$ cat src/rtl/muldiv_pkg.sv
package muldiv_pkg;
    // Bus and arithmetic defaults shared by the unit and its checker.
    localparam int NIB_W_DEF   = 4;
    localparam int DATA_W_DEF  = 8;
    localparam int LATENCY_DEF = 10;

    // Register groups in nibble-address order.
    typedef enum logic [1:0] {
        GRP_SRC  = 2'd0,
        GRP_RLO  = 2'd1,
        GRP_RHI  = 2'd2,
        GRP_CTRL = 2'd3
    } reg_grp_e;

    // Control nibble bit positions.
    localparam int CTRL_BUSY_BIT = 0;
    localparam int CTRL_ZERO_BIT = 1;
endpackage

$ cat src/rtl/muldiv_engine.sv
module muldiv_engine #(
    parameter int DW  = 8,
    parameter int LAT = 10   // must exceed DW
) (
    input  logic          clk,
    input  logic          rst_n,
    input  logic          en_i,
    input  logic          start_i,
    input  logic          div_i,
    input  logic [DW-1:0] src_i,
    input  logic [DW-1:0] lo_i,
    input  logic [DW-1:0] hi_i,
    output logic          busy_o,
    output logic          done_o,
    output logic          wb_o,
    output logic          zero_o,
    output logic [DW-1:0] res_lo_o,
    output logic [DW-1:0] res_hi_o
);
    localparam int STEPS = DW;
    localparam int CW    = $clog2(LAT);

    typedef struct packed {
        logic          busy;
        logic [CW-1:0] cnt;
        logic          div;
        logic          ovf;
        logic [DW:0]   acc;   // partial product high half / running remainder
        logic [DW-1:0] q;     // multiplier bits out / quotient bits in
        logic [DW-1:0] m;     // multiplicand-side source / divisor
    } eng_t;

    eng_t        s_d, s_q;
    logic [DW:0] sum_w;
    logic [DW:0] trial_w;
    logic        fits_w;

    always_comb begin
        s_d     = s_q;
        done_o  = 1'b0;
        sum_w   = {1'b0, s_q.acc[DW-1:0]} + (s_q.q[0] ? {1'b0, s_q.m} : '0);
        trial_w = {s_q.acc[DW-1:0], s_q.q[DW-1]};
        fits_w  = (trial_w >= {1'b0, s_q.m});
        if (!s_q.busy) begin
            if (start_i) begin
                s_d.busy = 1'b1;
                s_d.cnt  = '0;
                s_d.div  = div_i;
                s_d.m    = src_i;
                s_d.q    = lo_i;
                if (div_i) begin
                    s_d.ovf = (src_i == '0) || (hi_i >= src_i);
                    s_d.acc = {1'b0, hi_i};
                end else begin
                    s_d.ovf = 1'b0;
                    s_d.acc = '0;
                end
            end
        end else if (en_i) begin
            if (s_q.cnt == CW'(LAT-1)) begin
                done_o   = 1'b1;
                s_d.busy = 1'b0;
            end else begin
                s_d.cnt = s_q.cnt + 1'b1;
                if (s_q.cnt < CW'(STEPS) && !s_q.ovf) begin
                    if (s_q.div) begin
                        s_d.acc = fits_w ? (trial_w - {1'b0, s_q.m}) : trial_w;
                        s_d.q   = {s_q.q[DW-2:0], fits_w};
                    end else begin
                        s_d.acc = {1'b0, sum_w[DW:1]};
                        s_d.q   = {sum_w[0], s_q.q[DW-1:1]};
                    end
                end
            end
        end
    end

    always_ff @(posedge clk or negedge rst_n) begin
        if (!rst_n) s_q <= '0;
        else        s_q <= s_d;
    end

    assign busy_o   = s_q.busy;
    assign wb_o     = !s_q.ovf;
    assign res_lo_o = s_q.q;
    assign res_hi_o = s_q.acc[DW-1:0];
    assign zero_o   = s_q.div ? (s_q.q == '0) : ({s_q.acc[DW-1:0], s_q.q} == '0);
endmodule

$ cat src/rtl/muldiv_regs.sv
module muldiv_regs
    import muldiv_pkg::*;
#(
    parameter int NW = 4,
    parameter int DW = 8,
    localparam int NPN = DW / NW,
    localparam int AW  = $clog2(3 * NPN + 2)
) (
    input  logic          clk,
    input  logic          rst_n,
    input  logic          wr_en_i,
    input  logic [AW-1:0] addr_i,
    input  logic [NW-1:0] wdata_i,
    output logic [NW-1:0] rdata_o,
    input  logic          busy_i,
    input  logic          done_i,
    input  logic          wb_i,
    input  logic          zero_i,
    input  logic [DW-1:0] res_lo_i,
    input  logic [DW-1:0] res_hi_i,
    output logic          start_o,
    output logic          div_o,
    output logic [DW-1:0] src_o,
    output logic [DW-1:0] lo_o,
    output logic [DW-1:0] hi_o,
    output logic          en_o,
    output logic          zf_o
);
    localparam int CTRL_A = int'(GRP_CTRL) * NPN;
    localparam int EN_A   = CTRL_A + 1;

    typedef struct packed {
        logic [DW-1:0] src;
        logic [DW-1:0] lo;
        logic [DW-1:0] hi;
        logic          zf;
        logic          en;
    } regs_t;

    regs_t s_d, s_q;

    always_comb begin
        s_d = s_q;
        for (int n = 0; n < NPN; n++) begin
            if (wr_en_i && addr_i == AW'(int'(GRP_SRC) * NPN + n)) s_d.src[n*NW +: NW] = wdata_i;
            if (wr_en_i && addr_i == AW'(int'(GRP_RLO) * NPN + n)) s_d.lo[n*NW +: NW]  = wdata_i;
            if (wr_en_i && addr_i == AW'(int'(GRP_RHI) * NPN + n)) s_d.hi[n*NW +: NW]  = wdata_i;
        end
        if (wr_en_i && addr_i == AW'(EN_A)) s_d.en = wdata_i[0];
        // Completion write-back wins over a bus write in the same cycle.
        if (done_i) begin
            s_d.zf = wb_i & zero_i;
            if (wb_i) begin
                s_d.lo = res_lo_i;
                s_d.hi = res_hi_i;
            end
        end
    end

    always_ff @(posedge clk or negedge rst_n) begin
        if (!rst_n) s_q <= '0;
        else        s_q <= s_d;
    end

    always_comb begin
        rdata_o = '0;
        for (int n = 0; n < NPN; n++) begin
            if (addr_i == AW'(int'(GRP_SRC) * NPN + n)) rdata_o = s_q.src[n*NW +: NW];
            if (addr_i == AW'(int'(GRP_RLO) * NPN + n)) rdata_o = s_q.lo[n*NW +: NW];
            if (addr_i == AW'(int'(GRP_RHI) * NPN + n)) rdata_o = s_q.hi[n*NW +: NW];
        end
        if (addr_i == AW'(CTRL_A)) begin
            rdata_o[CTRL_BUSY_BIT] = busy_i;
            rdata_o[CTRL_ZERO_BIT] = s_q.zf;
        end
        if (addr_i == AW'(EN_A)) rdata_o[0] = s_q.en;
    end

    assign start_o = wr_en_i && (addr_i == AW'(CTRL_A)) && !busy_i;
    assign div_o   = wdata_i[CTRL_BUSY_BIT];
    assign src_o   = s_q.src;
    assign lo_o    = s_q.lo;
    assign hi_o    = s_q.hi;
    assign en_o    = s_q.en;
    assign zf_o    = s_q.zf;
endmodule

$ cat src/rtl/muldiv_nibble.sv
module muldiv_nibble
    import muldiv_pkg::*;
#(
    parameter int NIB_W   = NIB_W_DEF,
    parameter int DATA_W  = DATA_W_DEF,
    parameter int LATENCY = LATENCY_DEF,
    localparam int NPN    = DATA_W / NIB_W,
    localparam int ADDR_W = $clog2(3 * NPN + 2)
) (
    input  logic              clk,
    input  logic              rst_n,
    input  logic              wr_en,
    input  logic [ADDR_W-1:0] addr,
    input  logic [NIB_W-1:0]  wdata,
    output logic [NIB_W-1:0]  rdata
);
    logic              eng_busy, eng_done, eng_wb, eng_zero;
    logic [DATA_W-1:0] eng_lo, eng_hi;
    logic              start, is_div, clk_en, zf;
    logic [DATA_W-1:0] src, dlo, dhi;

    muldiv_regs #(.NW(NIB_W), .DW(DATA_W)) u_regs (
        .clk      (clk),
        .rst_n    (rst_n),
        .wr_en_i  (wr_en),
        .addr_i   (addr),
        .wdata_i  (wdata),
        .rdata_o  (rdata),
        .busy_i   (eng_busy),
        .done_i   (eng_done),
        .wb_i     (eng_wb),
        .zero_i   (eng_zero),
        .res_lo_i (eng_lo),
        .res_hi_i (eng_hi),
        .start_o  (start),
        .div_o    (is_div),
        .src_o    (src),
        .lo_o     (dlo),
        .hi_o     (dhi),
        .en_o     (clk_en),
        .zf_o     (zf)
    );

    muldiv_engine #(.DW(DATA_W), .LAT(LATENCY)) u_eng (
        .clk      (clk),
        .rst_n    (rst_n),
        .en_i     (clk_en),
        .start_i  (start),
        .div_i    (is_div),
        .src_i    (src),
        .lo_i     (dlo),
        .hi_i     (dhi),
        .busy_o   (eng_busy),
        .done_o   (eng_done),
        .wb_o     (eng_wb),
        .zero_o   (eng_zero),
        .res_lo_o (eng_lo),
        .res_hi_o (eng_hi)
    );
endmodule

$ cat config.mk
export PLATFORM = sky130hd
export DESIGN_NAME = muldiv_nibble
export DESIGN_NICKNAME = d
export VERILOG_FILES = /design/src/rtl/muldiv_pkg.sv /design/src/rtl/muldiv_engine.sv /design/src/rtl/muldiv_regs.sv /design/src/rtl/muldiv_nibble.sv
export SDC_FILE = /design/constraint.sdc
export NUM_CORES = 1
export LEC_CHECK = 0
export ABC_AREA = 0
export BUFFER_PORTS_ARGS = -buffer_cell sky130_fd_sc_hd__buf_2
export CORE_AREA = 3 3 98 100
export CTS_CLUSTER_DIAMETER = 50
export DETAILED_ROUTE_END_ITERATION = 16
export DIE_AREA = 0 0 101 103
export PLACE_DENSITY_LB_ADDON = 0.05
export SLEW_MARGIN = 20
export SYNTH_ARGS = -nofsm -noshare
export SYNTH_HDL_FRONTEND = slang
export SYNTH_SLANG_ARGS = --single-unit
$ cat constraint.sdc
create_clock -name clk -period 6.3 [get_ports clk]
set_clock_uncertainty 0.05 [all_clocks]
set_input_delay 1.89 -clock clk [delete_from_list [all_inputs] [get_ports clk]]
set_output_delay 1.89 -clock clk [all_outputs]
set_load 0.05 [all_outputs]
Word-level counts from Yosys, hierarchy flattened
Cells that the tools add are included.
{"block": "op_classes", "n_reduce_logical": 21, "bitwise": 2, "add_sub_neg": 3, "n_lt_le_gt_ge": 3, "eq_ne": 11, "muxes": 31}
{"cell": "$mux 16", "n": 6}
{"cell": "$mux 4", "n": 11}
{"cell": "$mux 32", "n": 1}
{"cell": "$mux 17", "n": 1}
{"cell": "$logic_not 16->1", "n": 1}
{"cell": "$logic_not 8->1", "n": 2}
{"cell": "$mux 8", "n": 2}
{"cell": "$eq 3x3->1 const B", "n": 4}
{"cell": "$logic_and 1x1->1", "n": 10}
{"cell": "$mux 10", "n": 1}
{"cell": "$mux 5", "n": 2}
{"cell": "$add 8x8->9", "n": 1}
{"cell": "$ge 9x8->1", "n": 1}
{"cell": "$ge 8x8->1", "n": 1}
{"cell": "$sub 8x8->8", "n": 1}
{"cell": "$eq 3x2->1 const B", "n": 2}
{"cell": "$mux 1", "n": 6}
{"cell": "$ne 2x2->1 const B", "n": 3}
{"cell": "$add 4x1->4 const B", "n": 1}
{"cell": "$eq 4x4->1 const B", "n": 1}
{"cell": "$lt 4x4->1 const B", "n": 1}
{"cell": "$reduce_and 4->1", "n": 1}
{"cell": "$eq 3x1->1 const B", "n": 1}
{"cell": "$logic_not 3->1", "n": 1}
{"cell": "8 further kinds", "n": 9}
{"block": "totals", "register_bits": 57, "out_inout_bits": 4, "wordCells": 84}

Logic depth before layout (Yosys ltp)
Gate-level depths: netlist of run 1.
{"block": "logic_depth", "word_depth": 9, "mapped_depth": 11, "ltp_nobuf": 10}

Hierarchy
Synthesis of run 1 repeated with hierarchy kept, for this count alone.
{"block": "hier_totals", "hier_cells": 458, "area_unflattened_um2": 4134.0}
{"mod": "muldiv_engine", "n_inst": 1, "seq_area_each_um2": 775.7, "cells_each": 309, "area_per_inst_um2": 2648.8}
{"mod": "muldiv_regs", "n_inst": 1, "seq_area_each_um2": 650.6, "cells_each": 149, "area_per_inst_um2": 1485.2}

Worst setup path after synthesis of run 1
Ideal clock, no wire load.
{"block": "synth_timing", "kind": "input to output", "startpoint": "input port addr[2]", "endpoint": "output port rdata[0]", "arrival_ns": 3.673, "path_buffers": 2, "slack_ns": 0.687, "cell_stages": 4, "path_cell_list": "clkbuf_2 buf_1 o31a_1 o21ai_0"}
{"block": "synth_between", "elab_chain_cells": 9, "elab_cells_between_ends": 16, "cone_classes": "eq/ne (7); mux (8); reduce/logical (1)"}
{"item": "start: declaration", "line_no": "muldiv_nibble.sv:13", "rtl": "input logic [ADDR_W-1:0] addr,"}
{"item": "$logic_not 3->1", "line_no": "muldiv_regs.sv:68", "rtl": "if (addr_i == AW'(int'(GRP_SRC) * NPN + n)) rdata_o = s_q.src[n*NW +: NW];"}
{"item": "$mux 4", "line_no": "muldiv_regs.sv:68"}
{"item": "$mux 4", "line_no": "muldiv_regs.sv:69", "rtl": "if (addr_i == AW'(int'(GRP_RLO) * NPN + n)) rdata_o = s_q.lo[n*NW +: NW];"}
{"item": "$mux 4", "line_no": "muldiv_regs.sv:70", "rtl": "if (addr_i == AW'(int'(GRP_RHI) * NPN + n)) rdata_o = s_q.hi[n*NW +: NW];"}
{"item": "$mux 4", "line_no": "muldiv_regs.sv:68"}
{"item": "$mux 4", "line_no": "muldiv_regs.sv:69"}
{"item": "$mux 4", "line_no": "muldiv_regs.sv:70"}
{"item": "$mux 2", "line_no": "muldiv_regs.sv:72", "rtl": "if (addr_i == AW'(CTRL_A)) begin"}
{"item": "$mux 1 (*)", "line_no": "muldiv_regs.sv:76", "rtl": "if (addr_i == AW'(EN_A)) rdata_o[0] = s_q.en;"}
{"item": "end: declaration", "line_no": "muldiv_nibble.sv:15", "rtl": "output logic [NIB_W-1:0] rdata"}
Mark *: on every way between the ends. The rest lies on a longest branch, timed or not.

Worst setup path after layout of run 1
{"block": "layout_timing", "startpoint": "input port addr[1]", "endpoint": "output port rdata[0]"}
Same word-level chain as after synthesis.

==> results.sh, run 1 <==
export IMPL_rsz0062_at_grt="false"
export IMPL_wire_per_inst_um=19.9
export IMPL_fmax_mhz=193
export IMPL_cts_hold_buf=0
export IMPL_nNetsFinal=488
export IMPL_slew_headroom_pct=39.7
export IMPL_drv_cap=0
export IMPL_regArea_sq_mm=0.00143
export IMPL_arrival_ns=3.25
export IMPL_hold_path_class="flip-flop to flip-flop"
export IMPL_placementRows=34
export IMPL_clock_latency_ns=0.34
export IMPL_clockBufferDepth=2
export IMPL_crit_chain="buf_2, nor2b_1, nand2_1, o21ai_0, a32oi_1, o21ai_0, buf_2"
export IMPL_synth_area_sq_mm=0.00398
export IMPL_finalWirelength_um=11200
export IMPL_status="finished clean"
export IMPL_r2r_slack_ns=3.51
export IMPL_syn_inst=444
export IMPL_synthTopCellsByCount="dfrtp_1 (57), nand2_1 (48), o21ai_0 (44)"
export IMPL_worst_path_dominant_cell_family="buffers and inverters"
export IMPL_grt_use_total_pct=23.0
export IMPL_area_delta_synth_final_pct=8.50
export IMPL_path_class="input pin to output port"
export IMPL_place_congestion=0.905
export IMPL_ioPinCount=14
export IMPL_portBuffers=13
export IMPL_die_area_sq_mm=0.0104
export IMPL_drt_first_pass_iters=4
export IMPL_postCtsSetupBuffers=0
export IMPL_critPathBufInv=2
export IMPL_vias=3278
export IMPL_finalCritPeriodShare_pct=82.3
export IMPL_antenna_found_initial=0
export IMPL_place_ws_ns=1.13
export IMPL_num_fill_cells=840
export IMPL_via_per_inst=5.83
export IMPL_required_ns=4.36
export IMPL_drtAntennaViolNets=0
export IMPL_layout_drive_gt1_share_pct=11.7
export IMPL_cp_max_fo=18
export IMPL_htree_levels=3
export IMPL_die_h_um=103
export IMPL_max_stage_delay_ns=0.45
export IMPL_dpl_hpwl_um=8040
export IMPL_min_period_ns=5.19
export IMPL_multiInputGateArea_sq_mm=0.00237
export IMPL_start_util_pct=45.4
export IMPL_numCtsBuffers=9
export IMPL_setup_tns_ns=0
export IMPL_start_kind="input pin"
export IMPL_synth_top_area_share_pct=35.9
export IMPL_end_kind="output port"
export IMPL_clk_pin_slew_worst_paths_ns=0.06
export IMPL_synthesis_nets=482
export IMPL_die_w_um=101
export IMPL_power_leakage_nw=1.89
export IMPL_power_w=0.00221
export IMPL_drt_iter0_markers=263
export IMPL_power_density_mw_per_mm2=513
export IMPL_drc=0
export IMPL_ys_seq_elements=57
export IMPL_crit_slowest_cell="nor2b_1"
export IMPL_first_global_vias=3276
export IMPL_clock_sinks=57
export IMPL_hold_viol_final=0
export IMPL_antenna_cells=0
export IMPL_finalSetupViolations=0
export IMPL_fin_util_pct=49.2
export IMPL_ys_flop_type="dfrtp_1"
export IMPL_grt_pass1_wl_um=18400
export IMPL_synth_most_common_cell="dfrtp_1"
export IMPL_cts_root_buf="clkbuf_8"
export IMPL_post_synth_top_area_cell="dfrtp_1"
export IMPL_syn_avg_cell_area_sq_um=8.95
export IMPL_slew_violations=0
export IMPL_tightest_slew_ns=0.903
export IMPL_cts_tree="done"
export IMPL_fin_ws_ns=1.11
export IMPL_cts_resized_gates=0
export IMPL_synthArstFlopShare_pct=100
export IMPL_synth_distinct_cells=63
export IMPL_synth_area_leaders="dfrtp_1 (36%), ha_1 (8.2%), mux2i_1 (5.5%)"
export IMPL_ys_warn_count=0
export IMPL_grt_max_degree=58
export IMPL_coreArea_sq_mm=0.00876
export IMPL_synth_edf_count=0
export IMPL_grt_overflow=0
export IMPL_seq_area_frac_synth_pct=35.9
export IMPL_peakVddDrop_mv=0.220
## layer usage
layer	share of wire, %	track usage, %
met4	1.3	6.54
met2	46	36.2
met3	4.1	2.64
met5	0	0
met1	49	33.7
## power by group
part	switching, W	leakage (nW)	internal (W)
sequential	0.000220	0.667	0.000510
combinational	0.000633	1.12	0.000491
clock	0.000157	0.102	0.000201
total	0.00101	1.89	0.00120
## logic make-up (layout without fill, tap and decap cells)
logic type | after synthesis | in the layout | share of synthesized area (%)
DFF | 57 | 57 | 35.9
adders and majority gates | 28 | 28 | 9.19
AOI/OAI and AO/OA | 129 | 129 | 21.6
xor gates and xnor gates | 10 | 10 | 2.20
muxes | 34 | 34 | 9.22
buffers and inverters | 47 | 57 | 4.85
and+or+nand+nor | 139 | 139 | 17.1
## final cells by class
class | count | share of cell area, %
clock buffer | 12 | 3.60
tap | 108 | 3.13
timing repair buffer | 17 | 2.20
clock inverter | 3 | 0.928
inverter | 25 | 2.18
multi-input combinational | 340 | 54.9
sequential | 57 | 33.1
## final timing paths
check / start / end / cells past startpoint
setup / recovery: addr[1] / rdata[0] / 7
max in group asynchronous: rst_n / u_regs.hi_o[0] / 2
setup reg to reg: u_eng.res_lo_o[0] / u_eng.res_hi_o[5] / 10
min in group asynchronous: rst_n / u_eng.res_lo_o[4] / 2
hold reg to reg: u_eng.s_q[30] / u_eng.s_q[30] / 1
hold / removal: u_eng.s_q[30] / u_eng.s_q[30] / 1
## registers in the layout, summed over array words and instances, names as in the netlist
name / count
u_eng.s_q: 14
u_regs.zf_o: 1
u_regs.lo_o: 8
u_eng.busy_o: 1
u_regs.src_o: 8
u_eng.res_hi_o: 8
u_eng.res_lo_o: 8
u_regs.hi_o: 8
u_regs.en_o: 1
## cell usage in the layout, fill, tap and decap left out, types with 5 or more instances in the layout
cell	synthesis	routed
buf_2	3	13
dfrtp_1	57	57
mux2_2	11	11
xnor2_1	7	7
nand2_1	48	48
o21ai_0	44	44
nor3_1	7	6
a211oi_1	7	7
nor2b_1	7	7
and2_1	9	9
clkbuf_8	0	11
nor2_1	34	34
nor4_1	5	5
mux2i_1	22	22
nand3_1	6	6
a221oi_1	10	10
nand2b_1	5	5
inv_1	24	24
ha_1	26	26
a21oi_1	23	23
## metrics by stage
| step | instance area (sq um) | cells | hold WS (ns) |
|---|---|---|---|
| floorplan | 3980 | 444 | 0.413 |
| finish | 4310 | 562 | 0.475 |
| global placement | 4120 | 547 | 0.463 |
| CTS | 4310 | 562 | 0.487 |
| detailed placement | 4120 | 547 | 0.467 |
| global route | 4310 | 562 | 0.525 |
No activity file was read; power rests on OpenSTA's default activity.
==> inputs of run 2 (changes only) <==
Clock period 6.3 ns to 4.85 ns, I/O delays scaled along.
==> run 2 against run 1 <==
Core utilization hardly changed. Count of clock-buffer cells in the layout is 3 lower. Sequential share of layout area hardly changed. Flip-flop and latch count stayed put. Sequential power is 30% higher. Combinational power is 29% higher. Register-to-register slack worse by 1.5 ns. Critical path type unchanged.
==> results.sh, run 2 (synthesis results as in run 1) <==
export IMPL_start_util_pct=45.4
export IMPL_clockBufferDepth=2
export IMPL_drv_cap=0
export IMPL_arrival_ns=2.88
export IMPL_drc=0
export IMPL_power_w=0.00286
export IMPL_via_per_inst=5.98
export IMPL_numCtsBuffers=9
export IMPL_hold_depth=1
export IMPL_power_leakage_nw=1.89
export IMPL_slew_violations=0
export IMPL_most_common_layout_cells="dfrtp_1 (57), nand2_1 (48), o21ai_0 (44)"
export IMPL_met1_length_um=5330
export IMPL_fmax_mhz=228
export IMPL_path_class="input pin to output port"
export IMPL_top_layer_used="met4"
export IMPL_postCtsSetupBuffers=0
export IMPL_setup_tns_ns=0
export IMPL_end_kind="output port"
export IMPL_wl_met3_um=447
export IMPL_cts_root_buf="clkbuf_8"
export IMPL_die_w_um=101
export IMPL_cts_tree="done"
export IMPL_vias=3367
export IMPL_status="finished clean"
export IMPL_dpl_hpwl_um=8200
export IMPL_hold_path_class="flip-flop to flip-flop"
export IMPL_drt_iter0_markers=219
export IMPL_ioPinCount=14
export IMPL_slew_headroom_pct=36.1
export IMPL_start_kind="input pin"
export IMPL_reg2reg_depth=10
export IMPL_hold_viol_final=0
export IMPL_drt_first_pass_iters=5
export IMPL_grt_overflow=0
export IMPL_grt_pass1_wl_um=18400
export IMPL_peakVddDrop_mv=0.266
export IMPL_min_period_ns=4.38
export IMPL_required_ns=3.35
export IMPL_cts_resized_gates=0
export IMPL_regMostFlops="u_eng.s_q"
export IMPL_largest_register_ffs=14
export IMPL_area_delta_synth_final_pct=8.44
export IMPL_met2_length_um=5170
export IMPL_rsz0062_at_grt="false"
export IMPL_first_global_vias=3321
export IMPL_antenna_found_initial=0
export IMPL_clk_pin_slew_worst_paths_ns=0.07
export IMPL_nNetsFinal=488
export IMPL_power_density_mw_per_mm2=663
export IMPL_wire_per_inst_um=19.9
export IMPL_place_congestion=0.917
export IMPL_finalWirelength_um=11200
export IMPL_coreArea_sq_mm=0.00876
export IMPL_tightest_slew_ns=0.959
export IMPL_cp_max_fo=18
export IMPL_finalCritPeriodShare_pct=90.4
export IMPL_finalSetupViolations=0
export IMPL_placementRows=34
export IMPL_die_h_um=103
export IMPL_grt_use_total_pct=23.3
export IMPL_portBuffers=13
export IMPL_clock_latency_ns=0.35
export IMPL_grt_max_degree=41
export IMPL_antenna_cells=0
export IMPL_drtAntennaViolNets=0
export IMPL_layout_drive_gt1_share_pct=12.1
export IMPL_cts_hold_buf=0
export IMPL_layout_commonest_cell="dfrtp_1"
export IMPL_htree_levels=3
export IMPL_clock_sinks=57
export IMPL_die_area_sq_mm=0.0104
[run 2: critical path: stages]
cell and delay [ns]:
buf_2 0.29, nor2b_1 0.50, nand2_1 0.09, o21ai_0 0.09
a32oi_1 0.07, o21ai_0 0.10, buf_2 0.28
[run 2: final timing paths]
kind / start / end / slack (ns)
hold reg to reg: u_eng.s_q[30] / u_eng.s_q[30] / 0.49
max in group asynchronous: rst_n / u_regs.hi_o[3] / 2.73
setup reg to reg: u_eng.res_lo_o[0] / u_eng.res_hi_o[5] / 2.03
min in group asynchronous: rst_n / u_eng.res_lo_o[4] / 1.20
setup / recovery: addr[1] / rdata[0] / 0.47
hold / removal: u_eng.s_q[30] / u_eng.s_q[30] / 0.49
[run 2: per-stage QoR]
| step | cell area (sq um) | hold slack, ns | setup slack, ns | utilization (%) | instances |
|---|---|---|---|---|---|
| floorplan | 3980 | 0.413 | 0.107 | - | 444 |
| detailed placement | 4120 | 0.468 | 0.527 | 47.0 | 547 |
| global route | 4310 | 0.505 | 0.337 | 49.2 | 563 |
| global placement | 4120 | 0.460 | 0.593 | 47.0 | 547 |
| finish | 4310 | 0.492 | 0.466 | 49.2 | 563 |
| CTS | 4310 | 0.483 | 0.518 | 49.2 | 563 |
[run 2: layout make-up]
cell class              count  area, sq um
repair buffers             17         95.1
well taps                 108          135
flip-flops and latches     57         1430
inverters                  25         93.8
fillers                   863         4450
clock inverters             7         68.8
multi-input cells         340         2370
clock buffers               9          124
[run 2: report_power, final]
| part | internal [W] | switching, W |
|---|---|---|
| logic | 0.000637 | 0.000817 |
| clock network | 0.000236 | 0.000216 |
| registers | 0.000662 | 0.000290 |
[run 2: metal layers]
metal / global-route usage, % / up-vias
li1: - / 1626
met1: 33.3 / 1641
met2: 35.5 / 78
met3: 3.99 / 22
met4: 8.69 / 0
met5: 0 / -
